$ cat src/rtl/mdio_pkg.sv
// Package: shared field positions, frame constants and the decoded
// command type for the MDIO management controller.
package mdio_pkg;

    localparam int CMD_W        = 32;
    localparam int BUSY_BIT     = 29;
    localparam int FAIL_BIT     = 28;
    localparam int READ_BIT     = 27;
    localparam int PHY_LSB      = 21;
    localparam int REG_LSB      = 16;
    localparam int ADDR_W       = 5;
    localparam int DATA_W       = 16;
    // bits after the preamble: start, op, two addresses, turnaround, data
    localparam int BODY_LEN     = 2 + 2 + 2 * ADDR_W + 2 + DATA_W;

    localparam logic [1:0] SOF_PAT  = 2'b01;
    localparam logic [1:0] OP_READ  = 2'b10;
    localparam logic [1:0] OP_WRITE = 2'b01;
    localparam logic [1:0] TA_WRITE = 2'b10;

    typedef struct packed {
        logic              rd;
        logic [ADDR_W-1:0] phy;
        logic [ADDR_W-1:0] regad;
        logic [DATA_W-1:0] data;
    } mdio_cmd_t;

endpackage

$ cat src/rtl/mdio_clkgen.sv
// Module: MDC generator. While enabled, toggles MDC every max(half_cfg,1)
// system clocks and flags the cycle in which MDC is about to rise or fall.
// Assumes half_cfg is held steady while enabled; MDC rests low when idle.
module mdio_clkgen #(
    parameter int DIV_W = 8
) (
    input  logic             clk,
    input  logic             rst_n,
    input  logic             en,
    input  logic [DIV_W-1:0] half_cfg,
    output logic             mdc,
    output logic             rise_tick,
    output logic             fall_tick
);
    logic [DIV_W-1:0] cnt;
    logic [DIV_W-1:0] lim;
    logic             wrap;

    // Purpose: terminal count of one MDC phase (zero treated as one cycle).
    always_comb begin
        lim  = (half_cfg == '0) ? '0 : half_cfg - DIV_W'(1);
        wrap = en && (cnt == lim);
        rise_tick = wrap && !mdc;
        fall_tick = wrap && mdc;
    end

    // Purpose: phase counter and MDC toggle flop.
    always_ff @(posedge clk) begin
        if (!rst_n || !en) begin
            cnt <= '0;
            mdc <= 1'b0;
        end else if (wrap) begin
            cnt <= '0;
            mdc <= ~mdc;
        end else begin
            cnt <= cnt + DIV_W'(1);
        end
    end

endmodule

$ cat src/rtl/mdio_shifter.sv
// Module: clause-22 frame shifter. On launch, builds the full frame and
// shifts it out MSB first, one bit per MDC period, changing the line on
// falling ticks and sampling MDIO on rising ticks. For reads it releases
// the line from the first turnaround bit, checks that the PHY pulls the
// second turnaround bit low, and collects 16 data bits.
// Assumes launch only arrives while inactive.
module mdio_shifter
    import mdio_pkg::*;
#(
    parameter int PRE_LEN = 32
) (
    input  logic      clk,
    input  logic      rst_n,
    input  logic      launch,
    input  mdio_cmd_t cmd,
    input  logic      rise_tick,
    input  logic      fall_tick,
    input  logic      mdio_i,
    output logic      active,
    output logic      mdio_o,
    output logic      mdio_oe,
    output logic      done,
    output logic      rx_fail,
    output logic [DATA_W-1:0] rx_data
);
    localparam int FRAME_LEN = PRE_LEN + BODY_LEN;
    localparam int IDX_W     = $clog2(FRAME_LEN);
    localparam int TA_POS    = PRE_LEN + 4 + 2 * ADDR_W;
    localparam logic [IDX_W-1:0] LAST_IDX    = IDX_W'(FRAME_LEN - 1);
    localparam logic [IDX_W-1:0] REL_IDX     = IDX_W'(TA_POS - 1);
    localparam logic [IDX_W-1:0] TA2_IDX     = IDX_W'(TA_POS + 1);
    localparam logic [IDX_W-1:0] DATA0_IDX   = IDX_W'(TA_POS + 2);

    logic [FRAME_LEN-1:0] sr;
    logic [FRAME_LEN-1:0] frame;
    logic [IDX_W-1:0]     idx;
    logic                 is_rd;
    logic                 oe_q;

    // Purpose: assemble the outgoing frame from the command fields.
    always_comb begin
        frame = {{PRE_LEN{1'b1}}, SOF_PAT,
                 cmd.rd ? OP_READ : OP_WRITE,
                 cmd.phy, cmd.regad,
                 cmd.rd ? 2'b11 : TA_WRITE,
                 cmd.rd ? {DATA_W{1'b1}} : cmd.data};
    end

    // Purpose: frame sequencing, line driving and read-back capture.
    always_ff @(posedge clk) begin
        if (!rst_n) begin
            active  <= 1'b0;
            idx     <= '0;
            sr      <= '1;
            oe_q    <= 1'b0;
            is_rd   <= 1'b0;
            done    <= 1'b0;
            rx_fail <= 1'b0;
            rx_data <= '0;
        end else begin
            done <= 1'b0;
            if (launch && !active) begin
                active  <= 1'b1;
                idx     <= '0;
                sr      <= frame;
                oe_q    <= 1'b1;
                is_rd   <= cmd.rd;
                rx_fail <= 1'b0;
                rx_data <= '0;
            end else if (active) begin
                if (rise_tick && is_rd) begin
                    if (idx == TA2_IDX && mdio_i != 1'b0) begin
                        rx_fail <= 1'b1;
                    end
                    if (idx >= DATA0_IDX) begin
                        rx_data <= {rx_data[DATA_W-2:0], mdio_i};
                    end
                end
                if (fall_tick) begin
                    if (idx == LAST_IDX) begin
                        active <= 1'b0;
                        oe_q   <= 1'b0;
                        sr     <= '1;
                        done   <= 1'b1;
                    end else begin
                        idx  <= idx + IDX_W'(1);
                        sr   <= {sr[FRAME_LEN-2:0], 1'b1};
                        oe_q <= !(is_rd && idx >= REL_IDX);
                    end
                end
            end
        end
    end

    // Purpose: idle line reads as released-high.
    always_comb begin
        mdio_oe = oe_q;
        mdio_o  = oe_q ? sr[FRAME_LEN-1] : 1'b1;
    end

endmodule

$ cat src/rtl/mdio_cmdreg.sv
// Module: host command/status word. Loads fields when idle, raises busy
// and issues a one-cycle launch when the start bit is written, ignores
// writes while busy, and folds read results back at completion.
module mdio_cmdreg
    import mdio_pkg::*;
(
    input  logic              clk,
    input  logic              rst_n,
    input  logic              wr_en,
    input  logic [CMD_W-1:0]  wr_data,
    input  logic              done,
    input  logic              rx_fail,
    input  logic [DATA_W-1:0] rx_data,
    output mdio_cmd_t         cmd,
    output logic              launch,
    output logic [CMD_W-1:0]  status
);
    logic busy;
    logic fail;
    logic unused_wbits;

    assign unused_wbits = ^{wr_data[31:30], wr_data[FAIL_BIT], wr_data[26]};

    // Purpose: command fields, busy/fail flags and launch pulse.
    always_ff @(posedge clk) begin
        if (!rst_n) begin
            cmd    <= '0;
            busy   <= 1'b0;
            fail   <= 1'b0;
            launch <= 1'b0;
        end else begin
            launch <= 1'b0;
            if (done) begin
                busy <= 1'b0;
                if (cmd.rd) begin
                    fail     <= rx_fail;
                    cmd.data <= rx_fail ? '0 : rx_data;
                end
            end else if (wr_en && !busy) begin
                cmd.rd    <= wr_data[READ_BIT];
                cmd.phy   <= wr_data[PHY_LSB +: ADDR_W];
                cmd.regad <= wr_data[REG_LSB +: ADDR_W];
                cmd.data  <= wr_data[DATA_W-1:0];
                fail      <= 1'b0;
                busy      <= wr_data[BUSY_BIT];
                launch    <= wr_data[BUSY_BIT];
            end
        end
    end

    // Purpose: pack the readable status word.
    always_comb begin
        status                        = '0;
        status[BUSY_BIT]              = busy;
        status[FAIL_BIT]              = fail;
        status[READ_BIT]              = cmd.rd;
        status[PHY_LSB +: ADDR_W]     = cmd.phy;
        status[REG_LSB +: ADDR_W]     = cmd.regad;
        status[DATA_W-1:0]            = cmd.data;
    end

endmodule

$ cat src/rtl/mdio_cmd_ctrl.sv
// Module: top of the MDIO management command controller. Ties the host
// command word, the MDC divider and the frame shifter together.
// Assumes mdc_div is not changed while a frame is in progress.
module mdio_cmd_ctrl
    import mdio_pkg::*;
#(
    parameter int DIV_W   = 8,
    parameter int PRE_LEN = 32
) (
    input  logic              clk,
    input  logic              rst_n,
    input  logic              cmd_wr,
    input  logic [CMD_W-1:0]  cmd_wdata,
    output logic [CMD_W-1:0]  cmd_rdata,
    input  logic [DIV_W-1:0]  mdc_div,
    output logic              mdc,
    output logic              mdio_o,
    output logic              mdio_oe,
    input  logic              mdio_i
);
    mdio_cmd_t         cmd;
    logic              launch;
    logic              active;
    logic              done;
    logic              rx_fail;
    logic [DATA_W-1:0] rx_data;
    logic              rise_tick;
    logic              fall_tick;

    mdio_cmdreg i_cmdreg (
        .clk     (clk),
        .rst_n   (rst_n),
        .wr_en   (cmd_wr),
        .wr_data (cmd_wdata),
        .done    (done),
        .rx_fail (rx_fail),
        .rx_data (rx_data),
        .cmd     (cmd),
        .launch  (launch),
        .status  (cmd_rdata)
    );

    mdio_clkgen #(.DIV_W(DIV_W)) i_clkgen (
        .clk       (clk),
        .rst_n     (rst_n),
        .en        (active),
        .half_cfg  (mdc_div),
        .mdc       (mdc),
        .rise_tick (rise_tick),
        .fall_tick (fall_tick)
    );

    mdio_shifter #(.PRE_LEN(PRE_LEN)) i_shifter (
        .clk       (clk),
        .rst_n     (rst_n),
        .launch    (launch),
        .cmd       (cmd),
        .rise_tick (rise_tick),
        .fall_tick (fall_tick),
        .mdio_i    (mdio_i),
        .active    (active),
        .mdio_o    (mdio_o),
        .mdio_oe   (mdio_oe),
        .done      (done),
        .rx_fail   (rx_fail),
        .rx_data   (rx_data)
    );

endmodule

$ cat config.mk
export PLATFORM = sky130hd
export DESIGN_NAME = mdio_cmd_ctrl
export DESIGN_NICKNAME = d
export VERILOG_FILES = /design/src/rtl/mdio_pkg.sv /design/src/rtl/mdio_clkgen.sv /design/src/rtl/mdio_shifter.sv /design/src/rtl/mdio_cmdreg.sv /design/src/rtl/mdio_cmd_ctrl.sv
export SDC_FILE = /design/constraint.sdc
export NUM_CORES = 1
export LEC_CHECK = 0
export BUFFER_PORTS_ARGS = -buffer_cell sky130_fd_sc_hd__buf_2
export CAP_MARGIN = 20
export CELL_PAD_IN_SITES_DETAIL_PLACEMENT = 0
export CELL_PAD_IN_SITES_GLOBAL_PLACEMENT = 2
export CORE_MARGIN = 1
export CORE_UTILIZATION = 25
export CTS_CLUSTER_SIZE = 12
export DETAILED_ROUTE_END_ITERATION = 8
export PLACE_DENSITY_LB_ADDON = 0.1
export SYNTH_ARGS = -nofsm -noshare
export SYNTH_HDL_FRONTEND = slang
export SYNTH_HIERARCHICAL = 1
export SYNTH_SLANG_ARGS = --single-unit
$ cat constraint.sdc
create_clock -name clk -period 3.7 [get_ports clk]
set_input_delay 0.925 -clock clk [delete_from_list [all_inputs] [get_ports clk]]
set_output_delay 0.925 -clock clk [all_outputs]
set_load 0.02 [all_outputs]
==> metrics.csv <==
metric;value;unit
status;finished clean;
synth_top_area_cell;dfxtp_1;
grt_use_total;0.133;
cts.clk_slew.worst_paths;0.06;ns
ant_nets;0;
seqCellArea;2600;sq um
die_x;155;um
setup_viol;0;
tightest_slew;0.893;ns
worstSkewPairLatency;0.41;ns
multi_input_area;2720;sq um
area_growth;20.2;%
synth_cell_types;67;
period_minus_slack;3.51;ns
final_cell_mix;dfxtp_1, nand2_1, buf_2;
ys_warn_count;6;
vias;4943;
clock-root-buffer;clkbuf_16;
synth_compound_gate_area_share;0.215;
grt_pass1_vias;4715;
grt_max_degree;51;
p_sw;0.828;mW
whs;0.455;ns
final_cells;1067;
port_buffers;71;
cp_max_fo;12;
synth_xor_area_frac;0.0195;
crit_type;input pin to register;
die_area;23900;sq um
cts.sinks;130;
synth.top_cell.area_share;0.446;
fmax;0.285;GHz
routed_wl;15500;um
rsz0062_at_grt;true;
num-fill-cells;2421;
finish.instance_area;7010;sq um
powerDensity;476;nW/um^2
drive_above_1_share;0.216;
cp-end-kind;register;
cp_top_family;simple AND/OR/NAND/NOR gates;
gp_congestion;0.734;
io_pins;79;
total_power;3.34;mW
vias_per_cell;4.63;
synth_adder_area_share;0.0107;
place_inst;1036;
placed_cell_area;6440;sq um
cts_tree;yes;
cts_buffers;17;
cts_hold_buf;0;
relSlewSlack;0.403;
ys_ff_latch;130;
synth_async_sr_flop_share;0;
synthCells;691;
synth_top_family_by_area;simple AND/OR/NAND/NOR gates;
irDropWorstVdd;0.203;mV
initial_core_util;0.256;
switching_share;0.248;
cts_resized;0;
wl_per_cell;14.6;um
syn_area;5830;sq um
max_cap_violations;0;
hold_viol_final;0;
cts_setup_buffers;0;
cts_max_path_buffers;2;
final_nets;791;
timing.final.ws_setup;0.189;ns
period_share;0.949;
diodes;0;
place_ws;-0.317;ns
drc_errors;0;
synth_enable_flop_cells;0;
p_comb_frac;0.079;
core;22800;sq um
drtIter0Drc;259;
clock_skew;0.00890;ns
dp_hpwl;10500;um
antenna_found_initial;0;
hold_path_class;register to register;
p_int;2.51;mW
synth_mux_area_frac;0;
grt-ovfl-total;0;
cp_slowest_cell;or4b_1;
yosys.area_share.simple;0.217;
worst-path-buf-inv;4;
crit_required;4.03;ns
rows;55;
first_pass_iters;6;
h-tree-depth;4;
layout_commonest_cell;dfxtp_1;
syn_avg_cell_area;8.44;sq um
crit_chain;buf_2, inv_1, ha_1, or4b_1, a211o_1, o211ai_1, o2111a_1, nand2_1, nor2_2, buf_4, nand3_2, or3_1, and2_1, buf_12, o21ai_0;
worstPathArrival;3.84;ns
slowest_delay;0.51;ns
die_h;155;um
yosys_most_used_dff;dfxtp_1;
grt_pass1_wl;25200;um
pwr-share-seq;0.442;
p_leak;2.62;nW
synth-seq-area-share;0.446;
finalMaxSlewViolations;0;
synthTopCellsByArea;dfxtp_1, nand2_1, o21ai_0;
clkPwrFrac;0.479;
critPathLaunchType;input pin;
## flip-flops by register name, indices dropped and copies added, names as in the netlist
| signal | cells |
|---|---|
| i_clkgen/mdc | 1 |
| i_cmdreg/busy | 1 |
| i_shifter/idx | 6 |
| i_shifter/mdio_oe | 1 |
| i_shifter/done | 1 |
| i_shifter/rx_fail | 1 |
| i_shifter/active | 1 |
| i_cmdreg/cmd | 27 |
| i_shifter/sr | 64 |
| i_cmdreg/launch | 1 |
| i_shifter/rx_data | 16 |
| i_clkgen/cnt | 8 |
| i_shifter/is_rd | 1 |
| i_cmdreg/fail | 1 |
## metal layers
| metal | up-vias | wire length (um) | global-route usage | share of wire |
|---|---|---|---|---|
| li1 | 2507 | - | - | - |
| met1 | 2339 | 7670 | 0.177 | 0.49 |
| met2 | 85 | 7120 | 0.211 | 0.46 |
| met3 | 12 | 590 | 0.0322 | 0.038 |
| met4 | 0 | 146 | 0.0401 | 0.0094 |
| met5 | - | 0 | 0 | 0 |
## power groups by stage
| stage | combinational, mW | sequential [mW] | clock [mW] |
|---|---|---|---|
| 6_report | 0.263 | 1.48 | 1.60 |
| 5_1_grt | 0.290 | 1.48 | 1.72 |
| 4_1_cts | 0.266 | 1.48 | 1.65 |
| 3_5_place_dp | 0.265 | 1.51 | 0 |
| 3_3_place_gp | 0.263 | 1.51 | 0 |
| 2_1_floorplan | 0.200 | 1.49 | 0 |
## synth_stat cells (3+ instances only)
library cell	instances
nor3_1	35
nor2_1	69
inv_1	10
or4_1	3
or3_1	3
nand3_1	8
a21oi_1	47
o21ai_0	52
a31oi_1	3
a21oi_2	10
and2_1	4
a21boi_0	7
buf_4	34
o31ai_1	18
buf_6	6
nor3b_1	3
buf_2	13
a222oi_1	11
clkbuf_1	23
and3_1	6
o22ai_1	15
dfxtp_1	130
a21boi_1	5
nand2b_1	6
ha_1	5
nand2_1	85
o211ai_1	4
and2b_1	4
xor2_1	5
nor2b_1	13
xnor2_1	8
## kinds of logic (layout without fill, tap and decap cells)
family | after synthesis | after routing
and+or+nand+nor | 260 | 260
AOI/OAI and AO/OA | 193 | 193
DFF | 130 | 130
buffers and inverters | 89 | 150
xor gates and xnor gates | 13 | 13
adders and majority gates | 5 | 5
other | 1 | 3
## layout make-up
| cell class | instances | area share |
|---|---|---|
| multi-input cells | 474 | 0.387 |
| clock inverters | 11 | 0.0153 |
| flip-flops and latches | 130 | 0.371 |
| inverters | 10 | 0.00535 |
| well taps | 313 | 0.0558 |
| clock buffers | 20 | 0.0651 |
| repair buffers | 109 | 0.100 |
## worst min-delay path, delay by kind of cell, from the launching register on
kind             cells  cell delay, ns
flip-flops           1            0.31
AND/OR/NAND/NOR      1            0.05
AO/OA/AOI/OAI        1            0.05
## path summary, 6_finish.rpt
kind | from | endpoint | slack (ns) | depth (start not counted)
max | mdc_div[0] | i_shifter/sr[18] | 0.19 | 15
min | i_shifter/rx_data[15] | i_shifter/rx_data[15] | 0.46 | 2
max reg2reg | i_clkgen/cnt[6] | i_shifter/sr[18] | 0.81 | 12
min reg2reg | i_shifter/rx_data[15] | i_shifter/rx_data[15] | 0.46 | 2
## stage by stage
step | util | TNS, ns
3_5_place_dp | 0.283 | -11.47
4_1_cts | 0.308 | 0
6_report | 0.308 | 0
2_1_floorplan | - | 0
5_1_grt | 0.308 | -0.00475
3_3_place_gp | 0.283 | -9.83
Note: power is estimated with default switching activity, not from simulation.
